### src/rtl/pid_pkg.sv
`timescale 1ns/1ps
package pid_pkg;
  typedef enum logic {
    TMR_IDLE  = 1'b0,
    TMR_ARMED = 1'b1
  } tmr_state_e;
endpackage

### src/rtl/pid_prescaler.sv
`timescale 1ns/1ps
module pid_prescaler #(
  parameter int unsigned PRESCALE = 125
) (
  input  logic clk_i,
  input  logic rst_ni,
  input  logic clr_i,
  input  logic run_i,
  output logic tick_o
);
  localparam int unsigned PW = (PRESCALE > 2) ? $clog2(PRESCALE) : 1;
  localparam logic [PW-1:0] LAST = PW'(PRESCALE - 1);

  logic [PW-1:0] cnt_q, cnt_d;
  logic          cnt_en;

  assign cnt_en = clr_i | run_i;
  assign tick_o = run_i && (cnt_q == LAST);

  always_comb begin
    cnt_d = cnt_q;
    if (clr_i) begin
      cnt_d = '0;
    end else if (run_i) begin
      cnt_d = (cnt_q == LAST) ? '0 : cnt_q + 1'b1;
    end
  end

  always_ff @(posedge clk_i or negedge rst_ni) begin
    if (!rst_ni) begin
      cnt_q <= '0;
    end else if (cnt_en) begin
      cnt_q <= cnt_d;
    end
  end


  prescale_range_chk: assert property (@(posedge clk_i) disable iff (!rst_ni)
    cnt_q <= LAST);


  prescale_clear_chk: assert property (@(posedge clk_i) disable iff (!rst_ni)
    clr_i |=> (cnt_q == '0));
endmodule

### src/rtl/pid_interval_cnt.sv
`timescale 1ns/1ps
module pid_interval_cnt
  import pid_pkg::*;
#(
  parameter int unsigned DELAY_W = 8
) (
  input  logic               clk_i,
  input  logic               rst_ni,
  input  logic               eop_i,
  input  logic               sop_i,
  input  logic               tick_i,
  input  logic [DELAY_W-1:0] delay_i,
  output logic               armed_o,
  output logic               clr_o,
  output logic               timeout_o
);
  tmr_state_e         state_q, state_d;
  logic [DELAY_W-1:0] cnt_q, cnt_d;
  logic [DELAY_W:0]   elapsed_nxt;
  logic               hit;
  logic               reg_en;

  assign elapsed_nxt = {1'b0, cnt_q} + 1'b1;
  assign hit         = (delay_i != '0) && (elapsed_nxt >= {1'b0, delay_i});
  assign armed_o     = (state_q == TMR_ARMED);

  always_comb begin
    state_d   = state_q;
    cnt_d     = cnt_q;
    timeout_o = 1'b0;
    clr_o     = 1'b0;
    if (eop_i) begin
      state_d = TMR_ARMED;
      cnt_d   = '0;
      clr_o   = 1'b1;
    end else if (sop_i) begin
      state_d = TMR_IDLE;
      cnt_d   = '0;
      clr_o   = 1'b1;
    end else if ((state_q == TMR_ARMED) && tick_i) begin
      if (hit) begin
        timeout_o = 1'b1;
        state_d   = TMR_IDLE;
        cnt_d     = '0;
        clr_o     = 1'b1;
      end else if (cnt_q != '1) begin
        cnt_d = cnt_q + 1'b1;
      end
    end
  end

  assign reg_en = eop_i | sop_i | tick_i;

  always_ff @(posedge clk_i or negedge rst_ni) begin
    if (!rst_ni) begin
      state_q <= TMR_IDLE;
      cnt_q   <= '0;
    end else if (reg_en) begin
      state_q <= state_d;
      cnt_q   <= cnt_d;
    end
  end


  eop_arm_chk: assert property (@(posedge clk_i) disable iff (!rst_ni)
    eop_i |=> (state_q == TMR_ARMED && cnt_q == '0));


  sop_cancel_chk: assert property (@(posedge clk_i) disable iff (!rst_ni)
    (sop_i && !eop_i) |=> (state_q == TMR_IDLE));


  timeout_disarm_chk: assert property (@(posedge clk_i) disable iff (!rst_ni)
    timeout_o |=> (state_q == TMR_IDLE));


  idle_hold_chk: assert property (@(posedge clk_i) disable iff (!rst_ni)
    (state_q == TMR_IDLE && !eop_i) |=> (state_q == TMR_IDLE));


  zero_delay_chk: assert property (@(posedge clk_i) disable iff (!rst_ni)
    (delay_i == '0) |-> !timeout_o);
endmodule

### src/rtl/pid_irq_flag.sv
`timescale 1ns/1ps
module pid_irq_flag (
  input  logic clk_i,
  input  logic rst_ni,
  input  logic set_i,
  input  logic ack_i,
  output logic flag_o
);
  logic flag_q, flag_d;

  always_comb begin
    flag_d = flag_q;
    if (set_i) begin
      flag_d = 1'b1;
    end else if (ack_i) begin
      flag_d = 1'b0;
    end
  end

  always_ff @(posedge clk_i or negedge rst_ni) begin
    if (!rst_ni) begin
      flag_q <= 1'b0;
    end else begin
      flag_q <= flag_d;
    end
  end

  assign flag_o = flag_q;


  flag_hold_chk: assert property (@(posedge clk_i) disable iff (!rst_ni)
    (flag_q && !ack_i) |=> flag_q);


  ack_clear_chk: assert property (@(posedge clk_i) disable iff (!rst_ni)
    (ack_i && !set_i) |=> !flag_q);


  set_wins_chk: assert property (@(posedge clk_i) disable iff (!rst_ni)
    set_i |=> flag_q);
endmodule

### src/rtl/pkt_irq_delay_timer.sv
`timescale 1ns/1ps
module pkt_irq_delay_timer #(
  parameter int unsigned DELAY_W  = 8,
  parameter int unsigned PRESCALE = 125
) (
  input  logic               clk_i,
  input  logic               rst_ni,
  input  logic               pkt_end_i,
  input  logic               pkt_start_i,
  input  logic [DELAY_W-1:0] delay_i,
  input  logic               irq_ack_i,
  output logic               irq_flag_o,
  output logic               irq_o
);
  logic rst_meta_q, rst_sync_q;
  logic armed, clr, tick, timeout;

  always_ff @(posedge clk_i or negedge rst_ni) begin
    if (!rst_ni) begin
      rst_meta_q <= 1'b0;
      rst_sync_q <= 1'b0;
    end else begin
      rst_meta_q <= 1'b1;
      rst_sync_q <= rst_meta_q;
    end
  end

  pid_prescaler #(.PRESCALE(PRESCALE)) u_presc (
    .clk_i  (clk_i),
    .rst_ni (rst_sync_q),
    .clr_i  (clr),
    .run_i  (armed),
    .tick_o (tick)
  );

  pid_interval_cnt #(.DELAY_W(DELAY_W)) u_ivl (
    .clk_i     (clk_i),
    .rst_ni    (rst_sync_q),
    .eop_i     (pkt_end_i),
    .sop_i     (pkt_start_i),
    .tick_i    (tick),
    .delay_i   (delay_i),
    .armed_o   (armed),
    .clr_o     (clr),
    .timeout_o (timeout)
  );

  pid_irq_flag u_flag (
    .clk_i  (clk_i),
    .rst_ni (rst_sync_q),
    .set_i  (timeout),
    .ack_i  (irq_ack_i),
    .flag_o (irq_flag_o)
  );

  assign irq_o = irq_flag_o & (delay_i != '0);


  reset_idle_chk: assert property (@(posedge clk_i) disable iff (!rst_sync_q)
    $rose(rst_sync_q) |-> (!irq_flag_o && !armed));
endmodule

### config.mk
export PLATFORM = sky130hd
export DESIGN_NAME = pkt_irq_delay_timer
export DESIGN_NICKNAME = d
export VERILOG_FILES = /design/src/rtl/pid_pkg.sv /design/src/rtl/pid_prescaler.sv /design/src/rtl/pid_interval_cnt.sv /design/src/rtl/pid_irq_flag.sv /design/src/rtl/pkt_irq_delay_timer.sv
export SDC_FILE = /design/constraint.sdc
export NUM_CORES = 1
export LEC_CHECK = 0
export BUFFER_PORTS_ARGS = -buffer_cell sky130_fd_sc_hd__buf_4
export CORE_MARGIN = 5
export CORE_UTILIZATION = 30
export CTS_CLUSTER_DIAMETER = 200
export DETAILED_ROUTE_END_ITERATION = 7
export RECOVER_POWER = 50
export REMOVE_ABC_BUFFERS = 1
export SLEW_MARGIN = 40
export SYNTH_ARGS = -nofsm -noshare
export SYNTH_HDL_FRONTEND = slang
export SYNTH_HIERARCHICAL = 1
export SYNTH_SLANG_ARGS = --single-unit
export TNS_END_PERCENT = 5
### constraint.sdc
create_clock -name clk_i -period 1.3 [get_ports clk_i]
set_input_delay 0.13 -clock clk_i [delete_from_list [all_inputs] [get_ports clk_i]]
set_output_delay 0.13 -clock clk_i [all_outputs]
set_load 0.005 [all_outputs]
==> reports/summary.txt, run 1 <==
CP Class - flip-flop to flip-flop
VDD IR max - 0.3712 mV
I/O Pins - 15
Post-Syn Area - 0.001345 sq mm
Sw Ratio - 24.69%
CTS Buf Count - 3
Placed cells - 260
Gr ovfl total - 0
Largest net degree at the start of global routing - 15
Non-Filler Instances - 272
Initial DRT Pass Iterations - 4
Critical Path AT - 3000 ps
Status - complete, but fails checks
Worst-Skew Late Latency - 260 ps
Min cycle time layout - 2833 ps
First-pass GRT wire length - 5706 um
Die ar. - 0.005923 sq mm
Slew margin rel. - 54.15%
Synth area leader - dfrtp_1
Syn. warnings - 6
Clk sinks - 19
Commonest non-fill, non-tap cell in the layout - buf_4
Most frequent cells in the layout - 63 x buf_4, 19 x dfrtp_1, 18 x nand2_1
Max Root-Sink Buffers - 2
Leakage - 0.9742 nW
Achievable Freq - 353.0 MHz
Sw Pwr - 0.2967 mW
Initial antenna violation count - 0
Worst path slowest cell - dfrtp_1
FP Rows - 24
Most frequently used flop master after synthesis - dfrtp_1
FF+latch count, synth - 19
Hold Vio Cnt, Final - 0
Post-Synthesis Cells - 149
Count of final setup violators - 17
Synth top area share - 35.35%
Mean Syn Cell Area - 9.027 sq um
Final Cycle Share - 217.9%
Failing checks - negative setup slack
Root Driver - clkbuf_8
Nature of the critical path endpoint - flip-flop
Final wirelength - 3298 um
Number of enable flip-flop cells after synthesis - 0
Distinct cells, synth - 41
Sequential fraction of the synthesis area - 35.35%
Average wire per cell in the routed design - 12.13 um
Worst-path clk slew - 70 ps
RSZ-0062 raised after global routing - true
Post-DP HPWL - 2559 um
Worst hold path class - flip-flop to async pin
Worst-margin pin slew - 687.7 ps
Routed vias/inst - 4.908
Comb power frac - 14.6%
Die X - 76.96 um
Total internal power - 0.9048 mW
CP Data Required Time - 1470 ps
Async set or reset register ratio after synthesis - 100.0%
Crit-path max cell delay - 400 ps
Layout cell share with drive strength beyond 1 - 46.82%
DRC errors left - 0
Pwr dens - 564.5 mW/mm^2
Initial core utilization - 30.89%
Drt first-iter violations - 114
Multi-input gate area - 962.2 sq um
Final Max Slew Viols - 0
Diodes inserted - 0
H-Tree Depth - 1
Layout Skew - 3.568 ps
CP Max Fanout - 3
Placer Congestion - 0.7960
Overall Power - 1.201 mW
Core area - 0.004354 sq mm
Crit path launch type - flip-flop
Sequential power share - 50.3%
Post-layout net count - 245
Proportion of power drawn by the clock network - 35.0%
Storage element area - 475.5 sq um
Area grow syn2layout - 58.23%
Crit path cell chain - ha_4, nand3_2, and2_4, or2_4, ha_4, nand3_2, o211ai_1, a21oi_2, a21o_1, o21ai_2, o211ai_1, or3_1, a221oi_2
Fillers - 406
CTS tree - done
Die Y - 76.96 um
Vias in the first global route - 1306
Port-buffer cells - 14
Final worst-path setup slack - -1533 ps
Ranking of synthesized cells by area - dfrtp_1 35%, ha_1 10%, nand2_1 5.3%
GRT Total Usage - 11.51%
Routed Antenna Nets - 0
Max Cap Violations - 0
Via count - 1335
==> worst paths after layout <==
path / start / to / slack [ps] / cells after the start
hold / removal: rst_sync_q / u_ivl/cnt_q[2] / 90 / 0
setup reg to reg: u_ivl/cnt_q[1] / u_presc/cnt_q[5] / -1530 / 13
hold reg to reg: rst_sync_q / u_ivl/cnt_q[2] / 90 / 0
max in group asynchronous: rst_sync_q / u_flag/flag_o / 330 / 1
setup / recovery: u_ivl/cnt_q[1] / u_presc/cnt_q[5] / -1530 / 13
min in group clk_i: irq_ack_i / u_flag/flag_o / 140 / 3
==> area by class of cell <==
cell class	count	share of cell area, %
Clock buffer	3	1.940
Clock inverter	1	0.3527
Inverter	14	2.469
Multi-Input combinational cell	114	45.21
Sequential cell	19	22.34
Tap cell	52	3.057
Timing Repair Buffer	69	24.63
==> logic make-up after synthesis <==
logic type	Yosys count	synth area share [%]
AND/OR/NAND/NOR	59	26.05
AO/OA/AOI/OAI	39	20.93
flip-flops	19	35.35
buffers and inverters	16	4.557
adder cells (fa/ha/maj)	11	10.23
XOR/XNOR	4	2.605
other	1	0.2788
==> power groups by stage <==
stage / sequential [mW] / clock [mW] / combinational [mW]
floorplan: 0.628 / 0 / 0.0472
global placement: 0.617 / 0 / 0.165
detailed placement: 0.618 / 0 / 0.166
CTS: 0.606 / 0.446 / 0.177
global route: 0.606 / 0.482 / 0.194
finish: 0.605 / 0.421 / 0.176
==> flip-flops by register name (all words and copies together) (netlist names) <==
signal and flops:
u_presc/cnt_q 7, u_ivl/armed_o 1, u_flag/flag_o 1, rst_meta_q 1
rst_sync_q 1, u_ivl/cnt_q 8
==> metrics by stage <==
| step | TNS, ps | worst slack, ps | hold WS (ps) | utilization (%) | area [sq um] |
|---|---|---|---|---|---|
| floorplan | -22060 | -2118 | -165.6 | - | 1336 |
| global placement | -20560 | -1633 | -85.29 | 42.99 | 1872 |
| detailed placement | -21770 | -1738 | -84.00 | 42.99 | 1872 |
| CTS | -18780 | -1545 | 131.8 | 47.27 | 2058 |
| global route | -20590 | -1715 | 128.4 | 48.88 | 2128 |
| finish | -18370 | -1533 | 90.54 | 48.88 | 2128 |
==> worst max-delay path: cells and delay by family (launching register included) <==
family                     cells  cell delay, ps
DFF                            1             400
AOI/OAI and AO/OA              6            1030
adders and majority gates      2             440
and+or+nand+nor                5             870
==> Yosys cell counts (4+ instances only) <==
cell type  instances
nand2b_1           6
dfrtp_1           19
nor2b_1            4
o21ai_0            6
nor2_1             5
o21ai_1            5
o211ai_1           5
nand2_1           19
inv_1             14
ha_1              11
a21oi_1            8
nand3_1            7
==> routing by layer <==
| layer | share of wire (%) | wire [um] | track usage (%) | up-vias |
|---|---|---|---|---|
| li1 | - | - | - | 678 |
| met1 | 45 | 1495 | 14.43 | 638 |
| met2 | 51 | 1674 | 19.52 | 12 |
| met3 | 2.3 | 76 | 2.459 | 7 |
| met4 | 1.6 | 52 | 3.671 | 0 |
| met5 | 0 | 0 | 0 | - |
==> what timing repair did <==
action,CTS,global route
buffers inserted,4,3
gates resized for setup,19,13
pin swaps,14,13
hold buffers,1,0
endpoints found under the hold margin,2,0
endpoints found under the setup margin,17,17
No activity file was read; power rests on OpenSTA's default activity.
==> inputs of run 2 (changes only) <==
- ABC_AREA: unset -> 1
==> run 2 against run 1 <==
Compared with the run above:
- the flow still finishes with violations (negative setup slack)
- sequential share of layout area rose by 1.3 points
- global-route usage fell by 1.1 points
- sequential power rose by 4.6%
- via count fell by 3.2%
- clock power barely moved
- synthesized area rose by 3.3%
- critical path type unchanged
- count of clock-buffer cells in the layout did not move
- final area fell by 5.6%
- setup slack improved by 450 ps
- die area rose by 2.8%
- combinational power rose by 81%
- largest power group unchanged
- clock skew barely moved
==> reports/summary.txt, run 2 <==
Fin Setup TNS - -16000 ps (+2366 ps)
Layout cell share with drive strength beyond 1 - 36.93% (-9.9 points)
Distinct cells, synth - 24 (-41%)
I/O Pins - 15 (unchanged)
Largest regs - u_ivl/cnt_q: 8 flops, u_presc/cnt_q: 7 flops
Initial antenna violation count - 0 (unchanged)
Post-DP HPWL - 2330 um (-8.9%)
Gr ovfl total - 0 (unchanged)
Vias in the first global route - 1208 (-7.5%)
Most frequent cells in the layout - 50 x buf_4, 40 x nand2_1, 33 x inv_1
Most frequently used flop master after synthesis - dfrtp_1
DRC errors left - 0 (unchanged)
Most common cell on crit path - nand2_1
Syn. warnings - 6 (unchanged)
FF+latch count, synth - 19 (unchanged)
Worst hold path class - flip-flop to async pin
Worst-path clk slew - 80 ps (about the same)
Ranking of synthesized cells by area - dfrtp_1 34%, nand2_1 11%, ha_1 9.9%
Max Cap Violations - 0 (unchanged)
CTS Buf Count - 3 (unchanged)
Number of enable flip-flop cells after synthesis - 0 (unchanged)
Most frequent cell after synthesis - nand2_1
CP Class - flip-flop to flip-flop
Multi-input gate area - 875.8 sq um (-9.0%)
Initial DRT Pass Iterations - 5 (+1)
GRT Total Usage - 10.41% (-1.1 points)
Async set or reset register ratio after synthesis - 100.0% (unchanged)
Average wire per cell in the routed design - 10.59 um (-13%)
Final wirelength - 3104 um (-5.9%)
Achievable Freq - 419.9 MHz (+19%)
Sequential fraction of the synthesis area - 34.23% (-1.1 points)
Commonest cells in the synthesized netlist - 42 x nand2_1, 35 x inv_1, 19 x dfrtp_1, 17 x nand3_1, 15 x nor2_1
R2r setup slk - -1080 ps (+450 ps)
Leakage - 1.074 nW (+10%)
Mean Syn Cell Area - 7.631 sq um (-15%)
WHS - 52.60 ps (-37.93 ps)
Pwr dens - 685.0 mW/mm^2 (+21%)
Count of final setup violators - 17 (unchanged)
Synth top area share - 34.23% (-1.1 points)
Crit path launch type - flip-flop
Fillers - 425 (+4.7%)
Worst path slowest cell - dfrtp_1
Post-Synthesis Cells - 182 (+22%)
Core area - 0.004414 sq mm (+1.4%)
Largest net degree at the start of global routing - 15 (unchanged)
Worst-Skew Late Latency - 260 ps (about the same)
Placed cells - 285 (+9.6%)
Post-layout net count - 266 (+8.6%)
Crit-path max cell delay - 420 ps (+20 ps)
Via count - 1292 (-3.2%)
Final core utilization - 45.52% (-3.4 points)
Routed vias/inst - 4.410 (-10%)
FP Rows - 24 (unchanged)
Drt first-iter violations - 47 (-59%)
Placer Congestion - 0.8470 (+6.4%)
Nature of the critical path endpoint - flip-flop
Commonest non-fill, non-tap cell in the layout - buf_4
Hold Vio Cnt, Final - 0 (unchanged)
Routed Antenna Nets - 0 (unchanged)
CP Max Fanout - 5 (+2)
Non-Filler Instances - 293 (+7.7%)
Final worst-path setup slack - -1082 ps (+451.0 ps)
Final Cycle Share - 183.2% (-35 points)
Min cycle time layout - 2382 ps (-451.0 ps)
Most flops, register - u_ivl/cnt_q
Worst-margin pin slew - 790.9 ps (+103.2 ps)
Overall Power - 1.376 mW (+15%)
Clk sinks - 19 (unchanged)
Slew margin rel. - 47.27% (-6.9 points)
Initial core utilization - 31.46% (+0.57 points)
Final Max Slew Viols - 0 (unchanged)
Die ar. - 0.006090 sq mm (+2.8%)
First-pass GRT wire length - 5161 um (-9.6%)
Storage element area - 475.5 sq um (unchanged)
Die Y - 78.04 um (+1.4%)
RSZ-0062 raised after global routing - true
Die X - 78.04 um (+1.4%)
VDD IR max - 0.4254 mV (+15%)
Failing checks - negative setup slack
Crit path cell chain - ha_4, nand3_4, xor2_2, ha_1, nand2_1, inv_2, nand2_1, nand3_1, nand2_1, nand2_1, nand2_1, nand2_2, nand3_4, nand2_4, nor2_4, nor2_4, xnor2_2, nor2_1
H-Tree Depth - 1 (unchanged)
Root Driver - clkbuf_8
Status - complete, but fails checks
CTS tree - done
Max Root-Sink Buffers - 2 (unchanged)
Max reg flops - 8 (unchanged)
CP Data Required Time - 1490 ps (+20 ps)
Post-Syn Area - 0.001389 sq mm (+3.3%)
Area grow syn2layout - 44.68%
Critical Path AT - 2570 ps (-430 ps)
Layout Skew - 3.830 ps (+0.2614 ps)
Diodes inserted - 0 (unchanged)
Port-buffer cells - 14 (unchanged)
Synth area leader - dfrtp_1
-- run 2: cell count changes in the layout (fill, tap and decap cells not counted), sizes merged, moves of 3 or more --
cell,delta
nand2,+28
inv,+21
nor2,+16
buf,-14
nand3,+14
o21ai,-9
nand4,+7
nand2b,-6
o211ai,-5
a21oi,-4
nor2b,-4
and2,-3
o221ai,-3
-- run 2: per-layer routing --
metal	global-route usage (%)	wire, um
met5	0	0
met4	4.561	80
met3	2.746	125
met2	15.98	1472
met1	13.74	1426
-- run 2: cell type report --
class | instances | area share (%)
clock inverter | 1 | 0.2491
timing repair buffer | 55 | 20.67
clock buffer | 3 | 2.055
inverter | 35 | 6.538
multi-input combinational | 128 | 43.59
tap | 52 | 3.238
sequential | 19 | 23.66
-- run 2: cells by family (layout without fill, tap and decap cells) --
kind of cell / count (synthesis) / in the layout / share of synthesized area [%]
xor+xnor: 7 / 7 / 4.415
fa+ha+maj: 11 / 11 / 9.910
compound gates: 8 / 8 / 4.505
other cells: 1 / 1 / 0.2700
flops: 19 / 19 / 34.23
buf+inv: 35 / 94 / 9.460
simple gates: 101 / 101 / 37.21
-- run 2: what timing repair did --
action,in CTS,in global routing
pin swaps,1,11
setup endpoints to repair,17,17
hold buffers,1,0
gates cloned,0,0
endpoints found under the hold margin,2,0
resized for setup,10,15
setup buffers,1,2
-- run 2: worst paths after layout --
check,from,to,depth (start not counted)
max in group asynchronous,rst_sync_q,u_ivl/cnt_q[6],1
setup / recovery,u_ivl/cnt_q[0],u_presc/cnt_q[2],18
hold reg to reg,rst_sync_q,u_ivl/cnt_q[2],0
hold / removal,rst_sync_q,u_ivl/cnt_q[2],0
min in group clk_i,irq_ack_i,u_flag/flag_o,4
setup reg to reg,u_ivl/cnt_q[0],u_presc/cnt_q[2],18
-- run 2: critical path, delay by kind of cell, from the launching register on --
| kind | cells | cell delay [ps] |
|---|---|---|
| AND/OR/NAND/NOR | 13 | 1020 |
| buffers and inverters | 1 | 40 |
| XOR/XNOR | 2 | 330 |
| flip-flops | 1 | 420 |
| adder cells (fa/ha/maj) | 2 | 490 |
-- run 2: through the flow --
stage / setup WS (ps) / area, sq um
floorplan: -1091 / 1389
global placement: -1099 / 1837
detailed placement: -1160 / 1837
CTS: -1027 / 1944
global route: -1306 / 2009
finish: -1082 / 2009
-- run 2: where the power goes --
group          internal [mW]  switching (mW)  leakage (nW)  total (mW)
Clock                  0.214           0.210        0.0255       0.424
Combinational          0.159           0.161         0.793       0.319
Sequential             0.616          0.0172         0.256       0.633
Total                  0.988           0.388          1.07        1.38
==> inputs of run 3 (changes only) <==
- SKIP_CTS_REPAIR_TIMING: unset -> 1
==> run 3 against run 2 <==
Compared with the run above:
- final area is 0.25% higher
- critical path depth stayed put
- setup slack worse by 12 ps
- the run still ends with negative setup slack left
- clock power hardly changed
- sequential share of layout area is 0.059 points lower
- count of clock-buffer cells in the layout stayed put
- fmax is 0.49% lower
- via count is 0.15% lower
- power is 0.16% lower
==> reports/summary.txt, run 3 (synthesis gave the netlist of run 2 again) <==
Most frequent cells in the layout - 51 x buf_4, 40 x nand2_1, 33 x inv_1
Routed Antenna Nets - 0 (unchanged)
Crit Reg-Reg Endpoint - u_presc/cnt_q[2]
Final wirelength - 3128 um (+0.77%)
Critical path buffer and inverter count - 1 (unchanged)
CP Max Fanout - 5 (unchanged)
Failing checks - negative setup slack
Via count - 1290 (-0.15%)
Worst hold path class - flip-flop to async pin
Final Max Slew Viols - 0 (unchanged)
H-Tree Depth - 1 (unchanged)
Fin area - 0.002014 sq mm (+0.25%)
Crit path launch type - flip-flop
Clk sinks - 19 (unchanged)
Largest regs - u_ivl/cnt_q: 8 flops, u_presc/cnt_q: 7 flops
Drt first-iter violations - 53 (+13%)
DRC errors left - 0 (unchanged)
Cell family with most CP delay - simple AND/OR/NAND/NOR gates
Initial core utilization - 31.46% (unchanged)
Min cycle time layout - 2394 ps (+11.82 ps)
VDD IR max - 0.4257 mV (about the same)
Critical Path AT - 2580 ps (about the same)
CTS Buf Count - 3 (unchanged)
Diodes inserted - 0 (unchanged)
Post-DP HPWL - 2330 um (unchanged)
Average wire per cell in the routed design - 10.68 um (+0.77%)
FP Rows - 24 (unchanged)
Nature of the critical path endpoint - flip-flop
RSZ-0062 raised after global routing - true
Vias in the first global route - 1186 (-1.8%)
Reg2reg start - u_ivl/cnt_q[1]
Commonest non-fill, non-tap cell in the layout - buf_4
Final Cycle Share - 184.1% (+0.91 points)
Area grow syn2layout - 45.04%
Largest net degree at the start of global routing - 15 (unchanged)
Post-place instance area - 0.001837 sq mm (unchanged)
Core area - 0.004414 sq mm (unchanged)
Die Y - 78.04 um (unchanged)
Layout cell share with drive strength beyond 1 - 36.93% (unchanged)
I/O Pins - 15 (unchanged)
Max reg flops - 8 (unchanged)
Final worst-path setup slack - -1094 ps (-11.82 ps)
CTS tree - done
Initial DRT Pass Iterations - 4 (-1)
Count of final setup violators - 17 (unchanged)
Pwr dens - 682.2 mW/mm^2 (-0.41%)
Most flops, register - u_ivl/cnt_q
Worst-Skew Late Latency - 260 ps (about the same)
Overall Power - 1.374 mW (-0.16%)
Hold Vio Cnt, Final - 0 (unchanged)
Worst-margin pin slew - 793.3 ps (+2.353 ps)
Leakage - 1.076 nW (+0.16%)
Die ar. - 0.006090 sq mm (unchanged)
Crit path cell chain - ha_4, nand3_4, xor2_2, ha_1, nand2_1, inv_2, nand2_1, nand3_1, nand2_1, nand2_1, nand2_1, nand2_2, nand3_4, nand2_4, nor2_4, nor2_4, xnor2_2, nor2_1
CP Data Required Time - 1490 ps (about the same)
Status - complete, but fails checks
Max Root-Sink Buffers - 2 (unchanged)
Initial antenna violation count - 0 (unchanged)
Root Driver - clkbuf_8
Die X - 78.04 um (unchanged)
Max Cap Violations - 0 (unchanged)
Crit-path max cell delay - 440 ps (+20 ps)
Fin Setup TNS - -16360 ps (-365.3 ps)
GRT Total Usage - 10.15% (-0.26 points)
Most common cell on crit path - nand2_1
First-pass GRT wire length - 5016 um (-2.8%)
CP Class - flip-flop to flip-flop
Gr ovfl total - 0 (unchanged)
Achievable Freq - 417.8 MHz (-0.49%)
Worst path slowest cell - dfrtp_1
Port-buffer cells - 14 (unchanged)
Worst-path clk slew - 80 ps (about the same)
Post-layout net count - 266 (unchanged)
Slew margin rel. - 47.12% (-0.16 points)
Layout Skew - 4.947 ps (+1.118 ps)
WHS - 52.39 ps (-0.2149 ps)
R2r setup slk - -1090 ps (about the same)
FF-to-FF path depth - 18 (unchanged)
Routed vias/inst - 4.403 (-0.15%)
Placer Congestion - 0.8470 (unchanged)
[run 3: layout make-up]
type	count	area (sq um)
clock buffer	3	41.29
clock inverter	1	5.005
fill	430	2400
inverter	35	131.4
multi-input combinational	128	884.6
sequential	19	475.5
tap	52	65.06
timing repair buffer	55	411.6
[run 3: report_power, final]
group          total, mW  switching (mW)  internal (mW)  leakage [nW]
clock network      0.422           0.208          0.214        0.0255
logic              0.320           0.162          0.158         0.794
registers          0.633          0.0170          0.616         0.256
[run 3: metal layers]
metal  up-vias  share of wire (%)  global-route usage [%]  routed length (um)
li1        693                  -                       -                   -
met1       573                 46                   13.38                1438
met2        16                 48                   15.48                1488
met3         8                3.4                   2.746                 106
met4         0                3.0                   4.561                  94
met5         -                  0                       0                   0
[run 3: per-stage QoR]
stage,cells,utilization (%),setup slack [ps]
final,293,45.63,-1094
after detailed placement,285,41.61,-1160
after CTS,289,42.66,-1188
after global routing,293,45.63,-1312
after floorplan,182,-,-1091
after global placement,285,41.61,-1099
[run 3: worst max path at each step]
stage | from | to | slack [ps] | cells after the start
after floorplan | u_ivl/cnt_q[0] | u_presc/cnt_q[2] | -1090 | 18
after detailed placement | u_ivl/cnt_q[1] | u_presc/cnt_q[2] | -1160 | 18
final | u_ivl/cnt_q[1] | u_presc/cnt_q[2] | -1090 | 18
after global routing | u_ivl/cnt_q[1] | u_presc/cnt_q[5] | -1310 | 19
after global placement | u_ivl/cnt_q[1] | u_presc/cnt_q[2] | -1100 | 18
after CTS | u_ivl/cnt_q[1] | u_presc/cnt_q[5] | -1190 | 19
